`config.mk`:
```
export PLATFORM = sky130hd
export DESIGN_NAME = pburst_sram
export DESIGN_NICKNAME = d
export VERILOG_FILES = /design/src/rtl/pburst_sram_pkg.sv /design/src/rtl/pburst_seq.sv /design/src/rtl/pburst_array.sv /design/src/rtl/pburst_sram.sv
export SDC_FILE = /design/constraint.sdc
export NUM_CORES = 2
export LEC_CHECK = 0
export BUFFER_PORTS_ARGS = -buffer_cell sky130_fd_sc_hd__buf_4
export CAP_MARGIN = 5
export CORE_MARGIN = 2
export CORE_UTILIZATION = 40
export DETAILED_ROUTE_END_ITERATION = 10
export PLACE_DENSITY = 0.51
export REMOVE_ABC_BUFFERS = 1
export SLEW_MARGIN = 20
export SYNTH_ARGS = -nofsm -noshare
export SYNTH_HDL_FRONTEND = slang
export SYNTH_HIERARCHICAL = 1
export SYNTH_SLANG_ARGS = --single-unit
```
`constraint.sdc`:
```
create_clock -name clk -period 3.63 [get_ports clk]
set_clock_uncertainty 0.2 [all_clocks]
set_input_delay 0.5445 -clock clk [delete_from_list [all_inputs] [get_ports clk]]
set_output_delay 0.5445 -clock clk [all_outputs]
set_load 0.1 [all_outputs]
```
`src/rtl/pburst_sram_pkg.sv`:
```
package pburst_sram_pkg;

    // Width of the wrapping burst offset (four beats)
    localparam int BURST_W = 2;

    typedef enum logic [2:0] {
        ST_IDLE,
        ST_BURST,
        ST_DOZE,
        ST_SLEEP,
        ST_WAKE
    } pb_state_e;

    typedef enum logic [1:0] {
        OP_NONE,
        OP_READ,
        OP_WRITE
    } pb_op_e;

endpackage

```
`src/rtl/pburst_seq.sv`:
```
module pburst_seq #(
    parameter int OFF_W = 2
) (
    input  logic             clk,
    input  logic             rst_n,
    input  logic             load,
    input  logic [OFF_W-1:0] load_base,
    input  logic             step,
    input  logic             linear,
    output logic [OFF_W-1:0] cur_off,
    output logic [OFF_W-1:0] next_off
);

    logic [OFF_W-1:0] base_q;
    logic [OFF_W-1:0] cnt_q;
    logic [OFF_W-1:0] cnt_inc;

    assign cnt_inc = OFF_W'(cnt_q + 1'b1);

    always_ff @(posedge clk or negedge rst_n) begin
        if (!rst_n) begin
            base_q <= '0;
            cnt_q  <= '0;
        end else if (load) begin
            base_q <= load_base;
            cnt_q  <= '0;
        end else if (step) begin
            cnt_q  <= cnt_inc;
        end
    end

    always_comb begin
        if (linear) begin
            cur_off  = OFF_W'(base_q + cnt_q);
            next_off = OFF_W'(base_q + cnt_inc);
        end else begin
            cur_off  = base_q ^ cnt_q;
            next_off = base_q ^ cnt_inc;
        end
    end

    // A freshly loaded burst starts at the captured offset
    assert_load_origin_R11: assert property (@(posedge clk) disable iff (!rst_n)
        load |=> (cur_off == $past(load_base)));

endmodule

```
`src/rtl/pburst_array.sv`:
```
module pburst_array #(
    parameter int ADDR_W = 6,
    parameter int LANES  = 4,
    parameter int LANE_W = 8
) (
    input  logic                    clk,
    input  logic [LANES-1:0]        wr_mask,
    input  logic [ADDR_W-1:0]       wr_addr,
    input  logic [LANES*LANE_W-1:0] wr_data,
    input  logic                    rd_en,
    input  logic [ADDR_W-1:0]       rd_addr,
    output logic [LANES*LANE_W-1:0] rd_data
);

    localparam int DEPTH = 1 << ADDR_W;

    for (genvar b = 0; b < LANES; b++) begin : g_lane
        logic [LANE_W-1:0] lane_mem [DEPTH];
        logic [LANE_W-1:0] lane_q;

        always_ff @(posedge clk) begin
            if (wr_mask[b]) begin
                lane_mem[wr_addr] <= wr_data[b*LANE_W +: LANE_W];
            end
            if (rd_en) begin
                lane_q <= lane_mem[rd_addr];
            end
        end

        assign rd_data[b*LANE_W +: LANE_W] = lane_q;
    end

endmodule

```
`src/rtl/pburst_sram.sv`:
```
module pburst_sram
    import pburst_sram_pkg::*;
#(
    parameter int ADDR_W = 6,
    parameter int DATA_W = 32
) (
    input  logic                  clk,
    input  logic                  rst_n,
    input  logic [ADDR_W-1:0]     addr,
    input  logic                  cs1_n,
    input  logic                  cs2,
    input  logic                  cs3_n,
    input  logic                  pstrb_n,
    input  logic                  cstrb_n,
    input  logic                  adv_n,
    input  logic                  allwr_n,
    input  logic                  bytewr_n,
    input  logic [DATA_W/8-1:0]   bsel_n,
    input  logic                  oe_n,
    input  logic                  sleep,
    input  logic                  order_lin,
    input  logic [DATA_W-1:0]     din,
    output logic [DATA_W-1:0]     dout,
    output logic                  dout_en,
    output logic                  lowpwr
);

    localparam int LANES = DATA_W / 8;
    localparam int HI_W  = ADDR_W - BURST_W;

    pb_state_e state_q, state_d;
    pb_op_e    op;

    logic               sel, p_take, c_take, strobe, start, desel, awake;
    logic [LANES-1:0]   mask_in, arr_mask;
    logic [HI_W-1:0]    hi_q;
    logic [BURST_W-1:0] cur_off, nxt_off;
    logic               seq_load, seq_step;
    logic [ADDR_W-1:0]  use_addr, paddr_q;
    logic               rd_ok_q, rd_ok_d, rd_issue, pend_q, drv_q;
    logic [DATA_W-1:0]  rd_data;

    // Edge decode: strobes, selection, write mask
    always_comb begin
        sel     = !cs1_n && cs2 && !cs3_n;
        p_take  = !pstrb_n && !cs1_n;
        c_take  = !cstrb_n && !p_take;
        strobe  = p_take || c_take;
        start   = strobe && sel;
        desel   = strobe && !sel;
        awake   = !sleep && (state_q == ST_IDLE || state_q == ST_BURST);
        mask_in = !allwr_n ? '1 : (!bytewr_n ? ~bsel_n : '0);
    end

    // Operation performed at this edge and the address it uses
    always_comb begin
        op       = OP_NONE;
        use_addr = addr;
        seq_load = 1'b0;
        seq_step = 1'b0;
        if (awake) begin
            if (start) begin
                seq_load = 1'b1;
                op = (p_take || mask_in == '0) ? OP_READ : OP_WRITE;
            end else if (!desel && state_q == ST_BURST) begin
                seq_step = !adv_n;
                use_addr = {hi_q, (adv_n ? cur_off : nxt_off)};
                op = (mask_in != '0) ? OP_WRITE : OP_READ;
            end
        end
        arr_mask = (op == OP_WRITE) ? mask_in : '0;
    end

    // Read permission: opened by a strobe read, closed by a write
    always_comb begin
        rd_ok_d = rd_ok_q;
        if (!awake || desel) begin
            rd_ok_d = 1'b0;
        end else if (op == OP_READ && start) begin
            rd_ok_d = 1'b1;
        end else if (op == OP_WRITE) begin
            rd_ok_d = 1'b0;
        end
        rd_issue = (op == OP_READ) && rd_ok_d;
    end

    // Next-state logic
    always_comb begin
        state_d = state_q;
        unique case (state_q)
            ST_IDLE, ST_BURST: begin
                if (sleep)      state_d = ST_DOZE;
                else if (start) state_d = ST_BURST;
                else if (desel) state_d = ST_IDLE;
            end
            ST_DOZE:  state_d = sleep ? ST_SLEEP : ST_IDLE;
            ST_SLEEP: state_d = sleep ? ST_SLEEP : ST_WAKE;
            ST_WAKE:  state_d = sleep ? ST_SLEEP : ST_IDLE;
            default:  state_d = ST_IDLE;
        endcase
    end

    // State register
    always_ff @(posedge clk or negedge rst_n) begin
        if (!rst_n) state_q <= ST_IDLE;
        else        state_q <= state_d;
    end

    // Pipeline registers
    always_ff @(posedge clk or negedge rst_n) begin
        if (!rst_n) begin
            rd_ok_q <= 1'b0;
            pend_q  <= 1'b0;
            drv_q   <= 1'b0;
            paddr_q <= '0;
            hi_q    <= '0;
        end else begin
            rd_ok_q <= rd_ok_d;
            pend_q  <= rd_issue;
            drv_q   <= pend_q && awake && (op != OP_WRITE) && !desel;
            paddr_q <= use_addr;
            if (seq_load) hi_q <= addr[ADDR_W-1:BURST_W];
        end
    end

    pburst_seq #(.OFF_W(BURST_W)) seq_i (
        .clk       (clk),
        .rst_n     (rst_n),
        .load      (seq_load),
        .load_base (addr[BURST_W-1:0]),
        .step      (seq_step),
        .linear    (order_lin),
        .cur_off   (cur_off),
        .next_off  (nxt_off)
    );

    pburst_array #(.ADDR_W(ADDR_W), .LANES(LANES), .LANE_W(8)) array_i (
        .clk     (clk),
        .wr_mask (arr_mask),
        .wr_addr (use_addr),
        .wr_data (din),
        .rd_en   (pend_q),
        .rd_addr (paddr_q),
        .rd_data (rd_data)
    );

    // Output process
    always_comb begin
        dout    = rd_data;
        dout_en = drv_q && !oe_n;
        lowpwr  = (state_q == ST_SLEEP) || (state_q == ST_WAKE);
    end

    assert_write_tristate_R7: assert property (@(posedge clk) disable iff (!rst_n)
        (op == OP_WRITE) |=> !dout_en);

    assert_deselect_tristate_R9: assert property (@(posedge clk) disable iff (!rst_n)
        (awake && desel) |=> !dout_en);

    assert_first_cycle_hiz_R8: assert property (@(posedge clk) disable iff (!rst_n)
        (state_q == ST_IDLE && awake && start) |=> !dout_en);

    assert_sleep_quiet_R12: assert property (@(posedge clk) disable iff (!rst_n)
        lowpwr |-> !dout_en);

    assert_sleep_entry_R12: assert property (@(posedge clk) disable iff (!rst_n)
        $rose(lowpwr) |-> $past(sleep));

    assert_sleep_exit_R12: assert property (@(posedge clk) disable iff (!rst_n)
        $fell(lowpwr) |-> !$past(sleep));

endmodule

```
==> results_dict.tcl <==
set metrics [dict create \
    period_minus_slack_ns 3.75 \
    slew_headroom_pct 26.1 \
    area_growth_pct 21.9 \
    vdd_ir_drop_max_uv 493 \
    crit_chain "or3_4 > nor2_4 > buf_12 > mux2_2 > buf_4 > nand3b_1 > nor2_1 > buf_4 > and2_1 > buf_12" \
    layout-drive-gt1-share_pct 32.1 \
    cp.required_ns 4.01 \
    worst-path-buf-inv 4 \
    wirelength_mm 241 \
    hold_viol 0 \
    critical-path-top-delay-family "simple AND/OR/NAND/NOR gates" \
    grt_pass1_vias 42700 \
    track_usage_pct 23.1 \
    synth-async-reset-ratio_pct 0.952 \
    cp_max_fo 8 \
    finalPower_w 0.0531 \
    met2_usage_pct 37.3 \
    drt_iter0_drc 4776 \
    nFillCells 16700 \
    rows 166 \
    syn-instance-count 3907 \
    avgSynthCellArea_um2 21.1 \
    cts_root_buf "clkbuf_16" \
    grt_antenna_before_repair 9 \
    hpwl_mm 159 \
    rsz0062_at_grt "true" \
    ys_seq_area_share_pct 76.4 \
    busiest_layer "met2" \
    drv_slew 0 \
    core_um2 205000 \
    place.gp.congestion 0.995 \
    critical_path_class "register to register" \
    cts_max_path_buffers 3 \
    met1_usage_pct 31.8 \
    io_buffers 88 \
    grt_max_degree 65 \
    power.leakage_nw 32.8 \
    final_nets 4608 \
    yosysWarnings 6 \
    clkTransAtPathRegs_ns 0.06 \
    synth_edf_count 2080 \
    htree_num_levels 4 \
    slowest_stage "dfrtp_1" \
    cts_sinks 2100 \
    cts_tree "built" \
    wl_per_cell_um 32.5 \
    critPathArrivalTime_ns 4.12 \
    status "complete, but fails checks" \
    fmax_mhz 267 \
    pre_cts_slack_ns -0.399 \
    start_util_pct 40.2 \
    crit_path_max_incr_delay_ns 0.44 \
    min_period_over_period_pct 103 \
    dieWidth_um 458 \
    grt_pass1_wl_mm 338 \
    ys_seq_elements 2100 \
    drc 0 \
    firstDrtPassIters 9 \
    routed_via_density 5.63 \
    synth_area_um2 82400 \
    worstMarginPinSlew_ns 1.10 \
    grt_overflow_total 0 \
    num_vias 41800 \
    drv_cap 0 \
    fin_ws_ns -0.118 \
    synth_flop_cell "edfxtp_1" \
    setup_viol 115 \
    critPathCaptureType "register" \
    ant_nets 0 \
    violations "setup timing" \
    numCtsBuffers 217 \
    use_met3_pct 4.27 \
    cellPowerDensity_nw_per_um2 529 \
    pin_count 89 \
    setup-tns-final_ns -4.72 \
    die_h_um 458 \
    insertion_delay_ns 0.88 \
    die_area_um2 210000 \
    yosysUniqueCellTypes 65 \
    cp-start-kind "register" \
    hold_path_class "input pin to register" \
]
## worst register-to-register path: stages, from the launching register on
cell	delay (ns)
dfrtp_1	0.44
or3_4	0.43
nor2_4	0.22
buf_12	0.17
mux2_2	0.35
buf_4	0.17
nand3b_1	0.40
nor2_1	0.42
buf_4	0.21
and2_1	0.26
buf_12	0.18
## registers in the layout, summed over array words and instances (netlist names)
name,cells
drv_q,1
pend_q,1
array_i/g_lane.lane_q,32
state_q,3
seq_i/cnt_q,2
hi_q,4
rd_ok_q,1
array_i/g_lane.lane_mem,2048
seq_i/base_q,2
paddr_q,6
## kinds of logic (layout without fill, tap and decap cells)
family	Yosys count	after routing	synth area share, %
other cells	0	5	0
mux	692	692	15.4
simple gates	521	521	3.50
flops	2100	2100	76.4
xor+xnor	4	4	0.0683
fa+ha+maj	2	2	0.0304
buf+inv	245	1065	1.70
compound gates	343	343	2.92
## Yosys cell counts, types with 3 or more instances
master / instances / area (um^2)
edfxtp_1: 2080 / 62500
mux4_2: 454 / 10200
and2_1: 257 / 1610
mux2i_1: 190 / 1900
clkbuf_1: 103 / 387
nor2_1: 99 / 372
buf_2: 61 / 305
nand2_1: 61 / 229
o22ai_1: 49 / 307
o21ai_0: 48 / 240
a221oi_1: 45 / 394
mux2_2: 44 / 495
a21oi_1: 33 / 165
buf_6: 27 / 304
o21ai_1: 26 / 130
buf_4: 25 / 188
nor2b_1: 23 / 144
and3_1: 22 / 138
a211oi_1: 20 / 150
dfrtp_1: 20 / 500
o221ai_1: 20 / 175
a31oi_1: 18 / 113
a2111oi_0: 16 / 140
nor3_1: 13 / 65.1
buf_1: 11 / 41.3
or3_1: 11 / 68.8
inv_1: 9 / 33.8
o22a_1: 9 / 78.8
o41ai_1: 9 / 78.8
a22oi_1: 8 / 60.1
o211a_1: 8 / 80.1
o211ai_1: 8 / 60.1
o21a_1: 8 / 60.1
buf_8: 7 / 105
nand2b_1: 7 / 43.8
nand3b_1: 7 / 52.6
a311oi_1: 6 / 52.6
mux2_1: 4 / 45.0
nor4_1: 4 / 25.0
nand3_1: 3 / 15.0
or2_2: 3 / 18.8
## timing repair
action | in CTS | in global routing
buffers inserted | 1 | 2
pin swaps | 0 | 3
endpoints found under the hold margin | 39 | 0
endpoints found under the setup margin | 421 | 689
gates cloned | 0 | 0
hold buffers | 19 | 0
gates resized for setup | 24 | 10
## where the power goes
part | internal, W | switching [W]
Sequential | 0.0267 | 0.0000918
Combinational | 0.00144 | 0.00225
Clock | 0.0130 | 0.00960
Total | 0.0412 | 0.0119
## placed cells by master, fill, tap and decap left out, drive strengths merged, types with 7 or more instances in the layout
cell         Yosys  layout
nor2b           23      23
a21oi           34      34
clkinvlp         0       8
nor3            14      14
nand3b           7       7
clkinv           0     100
o221ai          20      20
buf            133     643
and2           257     257
nand2           61      61
mux4           454     454
nor2           100     100
dfrtp           20      20
inv              9      17
o41ai            9       9
mux2            48      48
o22a             9       9
and3            22      22
o21a             8       8
or3             12      12
a211oi          20      20
a31oi           18      18
mux2i          190     190
o22ai           49      49
bufinv           0      28
o21ai           74      74
a22oi            8       8
o211a            8       8
edfxtp        2080    2080
a2111oi         16      16
nand2b           7       7
o211ai           8       8
a221oi          45      45
dlygate4sd3      0      18
clkbuf         103     251
## worst paths after layout
| path | start | endpoint | slack, ns | depth (start not counted) |
|---|---|---|---|---|
| hold / removal | din[6] | array_i/g_lane[0].lane_mem[4][6] | 0.02 | 1 |
| hold reg to reg | hi_q[0] | hi_q[0] | 0.30 | 1 |
| setup / recovery | state_q[1] | array_i/g_lane[3].lane_mem[50][4] | -0.12 | 10 |
| max in group asynchronous | rst_n | pend_q | 2.48 | 4 |
| setup reg to reg | state_q[1] | array_i/g_lane[3].lane_mem[50][4] | -0.12 | 10 |
| min in group asynchronous | rst_n | paddr_q[2] | 0.54 | 4 |
## metal layers
metal | part of all wire, % | wire length, um
met5 | 0.0099 | 24
met4 | 3.2 | 7820
met3 | 6.3 | 15100
met2 | 48 | 117000
met1 | 42 | 102000
## per-stage QoR
stage	cells	utilization [%]	hold WS [ns]	instance area, um^2
2_1_floorplan	3671	-	0.0489	81000
3_3_place_gp	6998	45.4	0.294	92900
3_5_place_dp	6998	45.4	0.295	92900
4_1_cts	7413	49.0	0.0141	100000
5_1_grt	7415	49.0	0.0391	100000
6_report	7420	49.0	0.0203	100000
## cell type report
class                   instances  area [um^2]  share of cell area [%]
flip-flops and latches       2100        63000                    62.7
multi-input cells            1562        18200                    18.1
repair buffers                661         8650                    8.62
clock buffers                 251         5580                    5.56
well taps                    2688         3360                    3.35
clock inverters               144         1620                    1.61
inverters                       9         36.3                  0.0361
diodes                          5         12.5                  0.0125
Note: power is estimated with default switching activity, not from simulation.
